**src/rtl/ppd_pkg.sv**
```systemverilog
package ppd_pkg;
    typedef enum logic [1:0] {
        S_IDLE,
        S_ARMED,
        S_TRACK,
        S_LOCKED
    } ppd_state_e;
endpackage

```
**src/rtl/ppd_gap_timer.sv**
```systemverilog
module ppd_gap_timer #(
    parameter int MAX_SPAN = 4,
    localparam int GAP_W = $clog2(MAX_SPAN + 1)
) (
    input  logic             clk,
    input  logic             rst_n,
    input  logic             clr,
    input  logic             pulse,
    output logic [GAP_W-1:0] gap
);
    // Cells elapsed since the last pulse; saturates at the widest spacing.
    always_ff @(posedge clk or negedge rst_n) begin
        if (!rst_n) begin
            gap <= '0;
        end else if (clr) begin
            gap <= '0;
        end else if (pulse) begin
            gap <= GAP_W'(1);
        end else if (gap != '0 && gap < GAP_W'(MAX_SPAN)) begin
            gap <= gap + GAP_W'(1);
        end
    end

    // the interval count never runs past the widest spacing
    a_r9_gap_bound: assert property (@(posedge clk) disable iff (!rst_n)
        gap <= GAP_W'(MAX_SPAN));
endmodule

```
**src/rtl/ppd_run_counter.sv**
```systemverilog
module ppd_run_counter #(
    parameter int RUN_MAX = 32,
    localparam int RUN_W = $clog2(RUN_MAX + 1)
) (
    input  logic             clk,
    input  logic             rst_n,
    input  logic             clr,
    input  logic             inc,
    output logic [RUN_W-1:0] run
);
    always_ff @(posedge clk or negedge rst_n) begin
        if (!rst_n) begin
            run <= '0;
        end else if (clr) begin
            run <= '0;
        end else if (inc) begin
            run <= run + RUN_W'(1);
        end
    end

    // the run count stays within the longest target
    a_r3_run_bound: assert property (@(posedge clk) disable iff (!rst_n)
        run <= RUN_W'(RUN_MAX));
endmodule

```
**src/rtl/ppd_run_detector.sv**
```systemverilog
module ppd_run_detector
    import ppd_pkg::*;
#(
    parameter int SEL_W     = 2,
    parameter int RUN_LONG  = 32,
    parameter int RUN_SHORT = 16
) (
    input  logic             clk,
    input  logic             rst_n,
    input  logic             rd_gate,
    input  logic             zps_done,
    input  logic [SEL_W-1:0] pat_sel,
    input  logic             pulse_in,
    output logic             pre_det
);
    localparam int MAX_SPAN = 1 << SEL_W;
    localparam int GAP_W    = $clog2(MAX_SPAN + 1);
    localparam int RUN_W    = $clog2(RUN_LONG + 1);

    ppd_state_e        st, nxt;
    logic [SEL_W-1:0]  sel_q;
    logic [GAP_W-1:0]  gap;
    logic [GAP_W-1:0]  spacing;
    logic [RUN_W-1:0]  run_cnt;
    logic [RUN_W-1:0]  run_tgt;
    logic              sel_chg, interval_ok, overdue;
    logic              run_clr, run_inc;

    assign spacing     = GAP_W'(pat_sel) + GAP_W'(1);
    assign run_tgt     = (pat_sel == {SEL_W{1'b1}}) ? RUN_W'(RUN_SHORT) : RUN_W'(RUN_LONG);
    assign sel_chg     = (pat_sel != sel_q);
    assign interval_ok = (gap == spacing);
    assign overdue     = (gap == spacing);

    ppd_gap_timer #(.MAX_SPAN(MAX_SPAN)) u_gap (
        .clk   (clk),
        .rst_n (rst_n),
        .clr   (!rd_gate),
        .pulse (pulse_in),
        .gap   (gap)
    );

    ppd_run_counter #(.RUN_MAX(RUN_LONG)) u_run (
        .clk   (clk),
        .rst_n (rst_n),
        .clr   (run_clr),
        .inc   (run_inc),
        .run   (run_cnt)
    );

    // State register
    always_ff @(posedge clk or negedge rst_n) begin
        if (!rst_n) begin
            st    <= S_IDLE;
            sel_q <= '0;
        end else begin
            st    <= nxt;
            sel_q <= pat_sel;
        end
    end

    // Transitions: ARM, REFER, GOOD, SLIP, LOST, LOCK, DROP
    always_comb begin
        nxt     = st;
        run_clr = 1'b0;
        run_inc = 1'b0;
        unique case (st)
            S_IDLE: begin
                if (rd_gate && zps_done) nxt = S_ARMED;             // ARM
            end
            S_ARMED: begin
                if (pulse_in) nxt = S_TRACK;                          // REFER
            end
            S_TRACK: begin
                if (sel_chg) begin                                    // LOST (select)
                    nxt     = S_ARMED;
                    run_clr = 1'b1;
                end else if (pulse_in) begin
                    if (interval_ok) begin                            // GOOD
                        run_inc = 1'b1;
                        if (run_cnt == run_tgt - RUN_W'(1)) nxt = S_LOCKED; // LOCK
                    end else begin                                    // SLIP
                        run_clr = 1'b1;
                    end
                end else if (overdue) begin                           // LOST (gap)
                    nxt     = S_ARMED;
                    run_clr = 1'b1;
                end
            end
            S_LOCKED: begin
                nxt = S_LOCKED;
            end
            default: nxt = S_IDLE;
        endcase
        if (!rd_gate) begin                                           // DROP
            nxt     = S_IDLE;
            run_clr = 1'b1;
            run_inc = 1'b0;
        end
    end

    // Outputs
    always_comb begin
        pre_det = (st == S_LOCKED);
    end

    // latched flag holds while the gate stays high
    a_r6_flag_holds: assert property (@(posedge clk) disable iff (!rst_n)
        (pre_det && rd_gate) |=> pre_det);

    // gate low clears flag and both counters on the next edge
    a_r7_drop_clears: assert property (@(posedge clk) disable iff (!rst_n)
        !rd_gate |=> (!pre_det && run_cnt == '0 && gap == '0));

    // the flag rises only from a run one short of its target
    a_r3_lock_count: assert property (@(posedge clk) disable iff (!rst_n)
        $rose(pre_det) |-> ($past(run_cnt) == $past(run_tgt) - RUN_W'(1)));

    // a select change while tracking drops the run
    a_r10_sel_restart: assert property (@(posedge clk) disable iff (!rst_n)
        (st == S_TRACK && sel_chg && rd_gate) |=> (run_cnt == '0 && st == S_ARMED));
endmodule

```
**config.mk**
```make
export PLATFORM = sky130hd
export DESIGN_NAME = ppd_run_detector
export DESIGN_NICKNAME = d
export VERILOG_FILES = /design/src/rtl/ppd_pkg.sv /design/src/rtl/ppd_gap_timer.sv /design/src/rtl/ppd_run_counter.sv /design/src/rtl/ppd_run_detector.sv
export SDC_FILE = /design/constraint.sdc
export NUM_CORES = 1
export LEC_CHECK = 0
export BUFFER_PORTS_ARGS = -buffer_cell sky130_fd_sc_hd__buf_4
export CORE_MARGIN = 2
export CORE_UTILIZATION = 55
export DETAILED_ROUTE_END_ITERATION = 10
export PLACE_DENSITY = 0.75
export SLEW_MARGIN = 20
export SYNTH_ARGS = -nofsm -noshare
export SYNTH_HDL_FRONTEND = slang
export SYNTH_SLANG_ARGS = --single-unit
```
**constraint.sdc**
```tcl
create_clock -name clk -period 2.1 [get_ports clk]
set_input_delay 0.21 -clock clk [delete_from_list [all_inputs] [get_ports clk]]
set_output_delay 0.21 -clock clk [all_outputs]
set_load 0.05 [all_outputs]
```
==> impl_metrics.json, run 1 <==
{
  "status": "completed",
  "port_buffers": 7,
  "antenna_found_initial": 0,
  "peakVddDrop_uv": 340.9,
  "powerDensity_nw_per_um2": 561.6,
  "hpwl_um": 1074,
  "grt_pass1_vias": 567,
  "cts_hold_buf": 1,
  "synth-edff-count": 0,
  "synth_cells": 78,
  "ys_seq_area_share_pct": 42.14,
  "slowest_stage": "or4_1",
  "path_class": "reg2reg",
  "rsz0062_at_grt": "no",
  "synth_ff_type": "dfrtp_1",
  "worstSkewPairLatency_ns": 0.27,
  "die_area_um2": 1719,
  "fin_cells": 110,
  "cp.arrival_ns": 2.06,
  "pin_count": 8,
  "dieWidth_um": 41.47,
  "vias": 632,
  "finalSetupTns_ns": 0,
  "postRouteAntennaNets": 0,
  "maxCapViolCount": 0,
  "grt_pass1_wl_um": 2463,
  "numCtsBuffers": 3,
  "cp_num_buf_inv": 0,
  "core_um2": 1301,
  "netlist_area_um2": 772.0,
  "cts_tree": "yes",
  "regArea_um2": 325.3,
  "num_rows": 13,
  "netlist_top_cells_area": "dfrtp_1, ha_1, a21oi_1, xnor2_1, xnor2_2",
  "fmax_mhz": 537.4,
  "dp_cells": 105,
  "gp_congestion": 0.7663,
  "syn_avg_cell_area_um2": 9.897,
  "worstPathMaxFanout": 4,
  "end_kind": "register",
  "final_nets": 108,
  "maxSlewViolCount": 0,
  "fin_crit_sh_pct": 88.60,
  "finClkSkew_ns": 0.004613,
  "synth_nets": 90,
  "setup_viol": 0,
  "dr.pass1.iters": 6,
  "crit_chain": "xor2_1 > nor3_1 > ha_1 > nand3_1 > or4_1 > a21oi_1",
  "synth.largest_area_cell": "dfrtp_1",
  "ys_seq_elements": 13,
  "clockBufferDepth": 2,
  "crit_family": "simple AND/OR/NAND/NOR gates",
  "grt.total_usage_pct": 18.13,
  "worstMarginPinSlew_ns": 0.2971,
  "grt_max_degree": 14,
  "leakagePower_nw": 0.4391,
  "final_util_pct": 70.67,
  "cts-root-buf": "clkbuf_4",
  "htree_levels": 1,
  "antenna_cells": 0,
  "area_delta_synth_final_pct": 19.12,
  "min_path_type": "in2reg",
  "total_power_mw": 0.5165,
  "wl_um": 1386,
  "cts.repair.resized": 0,
  "gr-total-overflow": 0,
  "cpPeakStageDelay_ns": 0.48,
  "start_util_pct": 59.33,
  "synth.distinct_cells": 28,
  "multi_input_area_um2": 422.9,
  "drc": 0,
  "wl_per_cell_um": 12.60,
  "viasPerCell": 5.745,
  "die_h_um": 41.47,
  "postCtsSetupBuffers": 0,
  "async_flop_share_pct": 100.0,
  "hold_violations": 0,
  "fillCellCount": 101,
  "synth_warnings": 0,
  "final_cell_mix": "buf_4, dfrtp_1, a21oi_1, nor2_1",
  "fin_crit_ns": 1.861,
  "max_slew_margin_pct": 80.10,
  "synth_top_area_share_pct": 42.14,
  "start_kind": "register",
  "cts.sinks": 13,
  "drive_gt1_share_pct": 20.00,
  "drtIter0Drc": 30,
  "required_ns": 2.30,
  "path_clk_slew_ns": 0.08
}
==> report_power, final <==
part	internal [mW]	leakage [nW]	switching, mW
Combinational	0.0449	0.251	0.0478
Clock	0.0736	0.0150	0.0814
Sequential	0.258	0.174	0.0106
Total	0.377	0.439	0.140
==> synth_stat cells (2+ instances only) <==
library cell,count
dfrtp_1,13
a21oi_1,7
nor2_1,7
ha_1,5
inv_1,5
nand3_1,5
xnor2_1,4
o21ai_0,3
o31ai_1,3
xor2_1,3
nand2_1,2
nand2b_1,2
nand4_1,2
or4_1,2
xnor2_2,2
==> stage by stage <==
step,hold WS [ns],worst slack (ns),cell area [um2]
after detailed placement,0.06553,0.05519,883.3
after CTS,0.1576,0.2261,919.6
after floorplan,-0.08559,0.1490,772.0
after global placement,0.06328,0.07983,883.3
final,0.1562,0.2393,919.6
after global routing,0.1617,0.04141,919.6
==> flip-flops by register name, indices dropped and copies added (netlist names) <==
register / cells
u_run.run: 6
u_gap.gap: 3
sel_q: 2
st: 2
==> area by class of cell <==
| type | count | area share, % |
|---|---|---|
| Clock buffer | 4 | 2.857 |
| Inverter | 5 | 2.041 |
| Multi-Input combinational cell | 59 | 45.99 |
| Sequential cell | 13 | 35.37 |
| Tap cell | 15 | 2.041 |
| Timing Repair Buffer | 14 | 11.70 |
==> path summary, 6_finish.rpt <==
check / cells after the start / endpoint / slack, ns / startpoint
hold reg to reg: 2 / u_run.run[5]$_DFFE_PN0P_ / 0.56 / u_run.run[5]$_DFFE_PN0P_
setup reg to reg: 6 / u_run.run[5]$_DFFE_PN0P_ / 0.24 / u_gap.gap[2]$_DFFE_PN0P_
setup / recovery: 6 / u_run.run[5]$_DFFE_PN0P_ / 0.24 / u_gap.gap[2]$_DFFE_PN0P_
hold / removal: 2 / sel_q[1]$_DFF_PN0_ / 0.16 / pat_sel[1]
min in group asynchronous: 2 / u_gap.gap[0]$_DFFE_PN0P_ / 0.31 / rst_n
max in group asynchronous: 2 / u_run.run[3]$_DFFE_PN0P_ / 1.63 / rst_n
==> per-layer routing <==
metal / GRT usage (%) / routed length, um / vias to the layer above
met5: 0 / 0 / -
li1: - / - / 314
met4: 7.742 / 7 / 0
met1: 25.77 / 649 / 286
met2: 26.88 / 638 / 30
met3: 3.478 / 91 / 2
==> cell families after synthesis <==
kind of cell / count (synthesis) / synth area share (%)
simple gates: 27 / 19.94
compound gates: 17 / 13.29
flops: 13 / 42.14
xor+xnor: 9 / 12.16
buf+inv: 6 / 3.079
fa+ha+maj: 5 / 8.104
mux: 1 / 1.297
(Power assumes the default switching activity.)
==> inputs of run 2 (changes only) <==
--- a/config.mk
+++ b/config.mk
@@ -6,11 +6,15 @@
 export NUM_CORES = 1
 export LEC_CHECK = 0
 export BUFFER_PORTS_ARGS = -buffer_cell sky130_fd_sc_hd__buf_4
+export CELL_PAD_IN_SITES_DETAIL_PLACEMENT = 0
+export CELL_PAD_IN_SITES_GLOBAL_PLACEMENT = 1
 export CORE_MARGIN = 2
-export CORE_UTILIZATION = 55
+export CORE_UTILIZATION = 43
+export CTS_CLUSTER_DIAMETER = 150
 export DETAILED_ROUTE_END_ITERATION = 10
-export PLACE_DENSITY = 0.75
+export PLACE_DENSITY_LB_ADDON = 0.1
 export SLEW_MARGIN = 20
 export SYNTH_ARGS = -nofsm -noshare
 export SYNTH_HDL_FRONTEND = slang
 export SYNTH_SLANG_ARGS = --single-unit
+export TNS_END_PERCENT = 5
==> impl_metrics.json, run 2 (synthesis gave the netlist of run 1 again) <==
{
  "switchingPower_mw": 0.1488,
  "peakVddDrop_uv": 251.0,
  "grt_pass1_wl_um": 2628,
  "path_clk_slew_ns": 0.09,
  "place_area_um2": 880.8,
  "start_kind": "register",
  "rsz0062_at_grt": "no",
  "hold_violations": 0,
  "wl_um": 1509,
  "gp_congestion": 0.7651,
  "max_slew_margin_pct": 79.06,
  "dr.pass1.iters": 4,
  "maxSlewViolCount": 0,
  "dp_cells": 113,
  "hpwl_um": 1174,
  "total_power_mw": 0.5233,
  "status": "completed",
  "antenna_found_initial": 0,
  "worstSkewPairLatency_ns": 0.28,
  "end_kind": "register",
  "worstMarginPinSlew_ns": 0.3126,
  "final_cell_mix": "dfrtp_1, buf_4, a21oi_1, nor2_1",
  "powerDensity_nw_per_um2": 570.6,
  "viasPerCell": 5.254,
  "final_util_pct": 53.70,
  "wl_per_cell_um": 12.79,
  "die_area_um2": 2150,
  "gr-total-overflow": 0,
  "min_path_type": "in2reg",
  "slowest_stage": "or4_1",
  "final_cell_area_um2": 917.1,
  "drtIter0Drc": 4,
  "fin_crit_ns": 1.867,
  "cts.sinks": 13,
  "reg_top3": "u_run.run x6, u_gap.gap x3",
  "htree_levels": 1,
  "swShare_pct": 28.43,
  "worstPathMaxFanout": 3,
  "port_buffers": 7,
  "cts.repair.resized": 0,
  "numCtsBuffers": 3,
  "grt.total_usage_pct": 17.87,
  "largest_reg_flops": 6,
  "grt_pass1_vias": 613,
  "crit_chain": "xnor2_1 > nor3_1 > ha_1 > nand3_1 > or4_1 > a21oi_1",
  "final_common_cell": "dfrtp_1",
  "fmax_mhz": 535.5,
  "finalSetupTns_ns": 0,
  "cts-root-buf": "clkbuf_4",
  "cpPeakStageDelay_ns": 0.48,
  "intPower_mw": 0.3745,
  "pin_count": 8,
  "antenna_cells": 0,
  "path_class": "reg2reg",
  "maxCapViolCount": 0,
  "postRouteAntennaNets": 0,
  "power_frac_comb_pct": 17.3,
  "vias": 620,
  "clockBufferDepth": 2,
  "drive_gt1_share_pct": 18.28,
  "top_register": "u_run.run",
  "p_clk_share_pct": 31.3,
  "fin_crit_sh_pct": 88.92,
  "start_util_pct": 45.20,
  "drc": 0,
  "grt_max_degree": 14,
  "cp.arrival_ns": 2.08,
  "final_nets": 106,
  "die_h_um": 46.37,
  "cts_tree": "yes",
  "dieWidth_um": 46.37,
  "p_seq_share_pct": 51.3,
  "finClkSkew_ns": 0.002403,
  "num_rows": 15,
  "leakagePower_nw": 0.4292,
  "core_um2": 1708,
  "fin_cells": 118,
  "required_ns": 2.31,
  "area_delta_synth_final_pct": 18.80,
  "cts_hold_buf": 1,
  "postCtsSetupBuffers": 0,
  "setup_viol": 0
}
run 2: cell types whose count changed in the layout (fill, tap and decap cells not counted), sizes merged:
cell	change
buf	-2
run 2: path summary, 6_finish.rpt:
path / startpoint / to / slack [ns] / depth (start not counted)
max: u_gap.gap[0]$_DFFE_PN0P_ / u_run.run[5]$_DFFE_PN0P_ / 0.23 / 6
min: pat_sel[1] / sel_q[1]$_DFF_PN0_ / 0.06 / 1
max reg2reg: u_gap.gap[0]$_DFFE_PN0P_ / u_run.run[5]$_DFFE_PN0P_ / 0.23 / 6
min reg2reg: u_run.run[5]$_DFFE_PN0P_ / u_run.run[5]$_DFFE_PN0P_ / 0.57 / 2
max in group asynchronous: rst_n / u_run.run[4]$_DFFE_PN0P_ / 1.64 / 2
min in group asynchronous: rst_n / u_run.run[5]$_DFFE_PN0P_ / 0.30 / 2
run 2: area by class of cell:
class	count	area [um2]
inverters	5	18.77
repair buffers	12	92.59
clock buffers	4	26.28
multi-input cells	59	422.9
well taps	25	31.28
flip-flops and latches	13	325.3
fillers	167	790.8
run 2: routing by layer:
metal | up-vias | wire length (um) | global-route usage, %
met1 | 299 | 685 | 23.50
met3 | 5 | 39 | 3.529
met5 | - | 0 | 0
li1 | 308 | - | -
met2 | 8 | 751 | 27.78
met4 | 0 | 33 | 8.571
run 2: power groups by stage:
stage	logic [mW]	clock network (mW)	registers, mW
after floorplan	0.0572	0	0.271
after global placement	0.0891	0	0.273
after detailed placement	0.0908	0	0.274
after CTS	0.0924	0.164	0.269
after global routing	0.103	0.184	0.270
final	0.0907	0.164	0.269
run 2: critical path, delay by kind of cell (launching register included):
kind | cells | cell delay (ns)
XOR/XNOR | 1 | 0.14
AND/OR/NAND/NOR | 3 | 0.85
AO/OA/AOI/OAI | 1 | 0.15
adder cells (fa/ha/maj) | 1 | 0.22
flip-flops | 1 | 0.43
run 2: stage by stage:
step,setup WS (ns),hold WS [ns]
after floorplan,0.1490,-0.08559
after global placement,0.09055,0.06528
after detailed placement,0.03929,0.06809
after CTS,0.2093,0.06823
after global routing,0.09181,0.05603
final,0.2326,0.06475
==> inputs of run 3 (changes only) <==
--- a/config.mk
+++ b/config.mk
@@ -12,7 +12,7 @@
 export CORE_UTILIZATION = 43
 export CTS_CLUSTER_DIAMETER = 150
 export DETAILED_ROUTE_END_ITERATION = 10
-export PLACE_DENSITY_LB_ADDON = 0.1
+export PLACE_DENSITY = 0.84
 export SLEW_MARGIN = 20
 export SYNTH_ARGS = -nofsm -noshare
 export SYNTH_HDL_FRONTEND = slang
==> impl_metrics.json, run 3 (synthesis gave the netlist of run 1 again) <==
{
  "die_area_um2": 2150,
  "powerDensity_nw_per_um2": 555.7,
  "viasPerCell": 5.076,
  "final_util_pct": 53.70,
  "end_kind": "register",
  "drive_gt1_share_pct": 18.28,
  "r2r-start": "u_gap.gap[0]$_DFFE_PN0P_",
  "worstMarginPinSlew_ns": 0.2873,
  "path_clk_slew_ns": 0.07,
  "start_kind": "register",
  "wl_per_cell_um": 12.35,
  "fin_crit_ns": 1.880,
  "fillCellCount": 160,
  "maxSlewViolCount": 0,
  "r2r_slack_ns": 0.22,
  "port_buffers": 7,
  "htree_levels": 1,
  "path_class": "reg2reg",
  "multi_input_area_um2": 422.9,
  "intPower_mw": 0.3745,
  "numCtsBuffers": 3,
  "setup_viol": 0,
  "hold_violations": 0,
  "reg_top3": "u_run.run x6, u_gap.gap x3",
  "min_path_type": "in2reg",
  "hold_ws_ns": 0.07635,
  "finalSetupTns_ns": 0,
  "cts.sinks": 13,
  "max_slew_margin_pct": 80.75,
  "start_util_pct": 45.20,
  "hpwl_um": 1122,
  "cts_tree": "yes",
  "grt_max_degree": 14,
  "final_cell_mix": "dfrtp_1, buf_4, a21oi_1, nor2_1",
  "worstHoldStart": "pat_sel[1]",
  "leakagePower_nw": 0.4292,
  "top_register": "u_run.run",
  "vias": 599,
  "gr-total-overflow": 0,
  "grt_pass1_vias": 576,
  "swShare_pct": 26.52,
  "wl_met1_um": 720,
  "cts-root-buf": "clkbuf_4",
  "drtIter0Drc": 7,
  "final_nets": 106,
  "min_to": "sel_q[1]$_DFF_PN0_",
  "num_rows": 15,
  "clockBufferDepth": 2,
  "largest_reg_flops": 6,
  "p_seq_share_pct": 52.7,
  "grt_pass1_wl_um": 2449,
  "area_delta_synth_final_pct": 18.80,
  "pin_count": 8,
  "status": "completed",
  "met3_length_um": 83,
  "cts.repair.resized": 0,
  "grt.total_usage_pct": 16.13,
  "rsz0062_at_grt": "no",
  "gp_congestion": 0.8047,
  "core_um2": 1708,
  "reg2reg_depth": 7,
  "final_common_cell": "dfrtp_1",
  "topRoutingLayerUsed": "met4",
  "power_frac_comb_pct": 17.7,
  "required_ns": 2.30,
  "worstPathMaxFanout": 3,
  "r2r-end": "u_run.run[4]$_DFFE_PN0P_",
  "fmax_mhz": 531.9,
  "drc": 0,
  "dp_cells": 113,
  "regArea_um2": 325.3,
  "switchingPower_mw": 0.1351,
  "die_h_um": 46.37,
  "antenna_cells": 0,
  "fin_crit_sh_pct": 89.53,
  "cp.arrival_ns": 2.08,
  "finClkSkew_ns": 0.001419,
  "p_clk_share_pct": 29.6,
  "postRouteAntennaNets": 0,
  "peakVddDrop_uv": 368.5,
  "antenna_found_initial": 0,
  "hold_depth": 1,
  "dr.pass1.iters": 3,
  "worstSkewPairLatency_ns": 0.27,
  "met2WireLength_um": 648,
  "maxCapViolCount": 0,
  "dieWidth_um": 46.37,
  "wl_um": 1457,
  "fin_cells": 118
}
## run 3: cell counts in the layout (fill, tap and decap cells not counted)
No cell type changed its count.
## run 3: timing repair
action                    4_1_cts  5_1_grt
hold endpoints to repair       13        0
buffers inserted                0        0
hold buffers                    1        0
## run 3: through the flow
step / power (mW) / setup WS [ns] / cell area [um2]
finish: 0.5097 / 0.2198 / 917.1
global route: 0.5461 / 0.07856 / 917.1
CTS: 0.5188 / 0.2087 / 917.1
detailed placement: 0.3633 / 0.03995 / 880.8
global placement: 0.3604 / 0.08565 / 880.8
floorplan: 0.3277 / 0.1490 / 772.0
## run 3: area by class of cell
| type | count | area share [%] |
|---|---|---|
| flip-flops and latches | 13 | 35.47 |
| well taps | 25 | 3.411 |
| multi-input cells | 59 | 46.11 |
| repair buffers | 12 | 10.10 |
| clock buffers | 4 | 2.865 |
| inverters | 5 | 2.046 |
## run 3: critical path, stage by stage, from the launching register on
cell	delay, ns
dfrtp_1	0.42
xnor2_1	0.14
nor3_1	0.25
ha_1	0.24
and3b_1	0.16
nand4_1	0.11
or3_1	0.33
a21oi_1	0.15
## run 3: power groups by stage
stage | logic, mW | registers (mW) | clock network, mW
2_1_floorplan | 0.0572 | 0.271 | 0
3_3_place_gp | 0.0872 | 0.273 | 0
3_5_place_dp | 0.0898 | 0.273 | 0
4_1_cts | 0.0917 | 0.269 | 0.159
5_1_grt | 0.101 | 0.270 | 0.175
6_report | 0.0901 | 0.269 | 0.151
## run 3: per-layer routing
metal | vias to the layer above | track usage (%)
li1 | 310 | -
met1 | 276 | 20.24
met2 | 11 | 25.56
met3 | 2 | 7.059
met4 | 0 | 3.429
met5 | - | 0
## run 3: worst max-delay path by stage
| stage | from | to | slack [ns] |
|---|---|---|---|
| detailed placement | pat_sel[1] | u_run.run[4]$_DFFE_PN0P_ | 0.04 |
| finish | u_gap.gap[0]$_DFFE_PN0P_ | u_run.run[4]$_DFFE_PN0P_ | 0.22 |
| floorplan | pat_sel[0] | u_run.run[4]$_DFFE_PN0P_ | 0.15 |
| CTS | u_gap.gap[0]$_DFFE_PN0P_ | u_run.run[4]$_DFFE_PN0P_ | 0.21 |
| global placement | pat_sel[0] | u_run.run[4]$_DFFE_PN0P_ | 0.09 |
| global route | u_gap.gap[0]$_DFFE_PN0P_ | u_run.run[4]$_DFFE_PN0P_ | 0.08 |
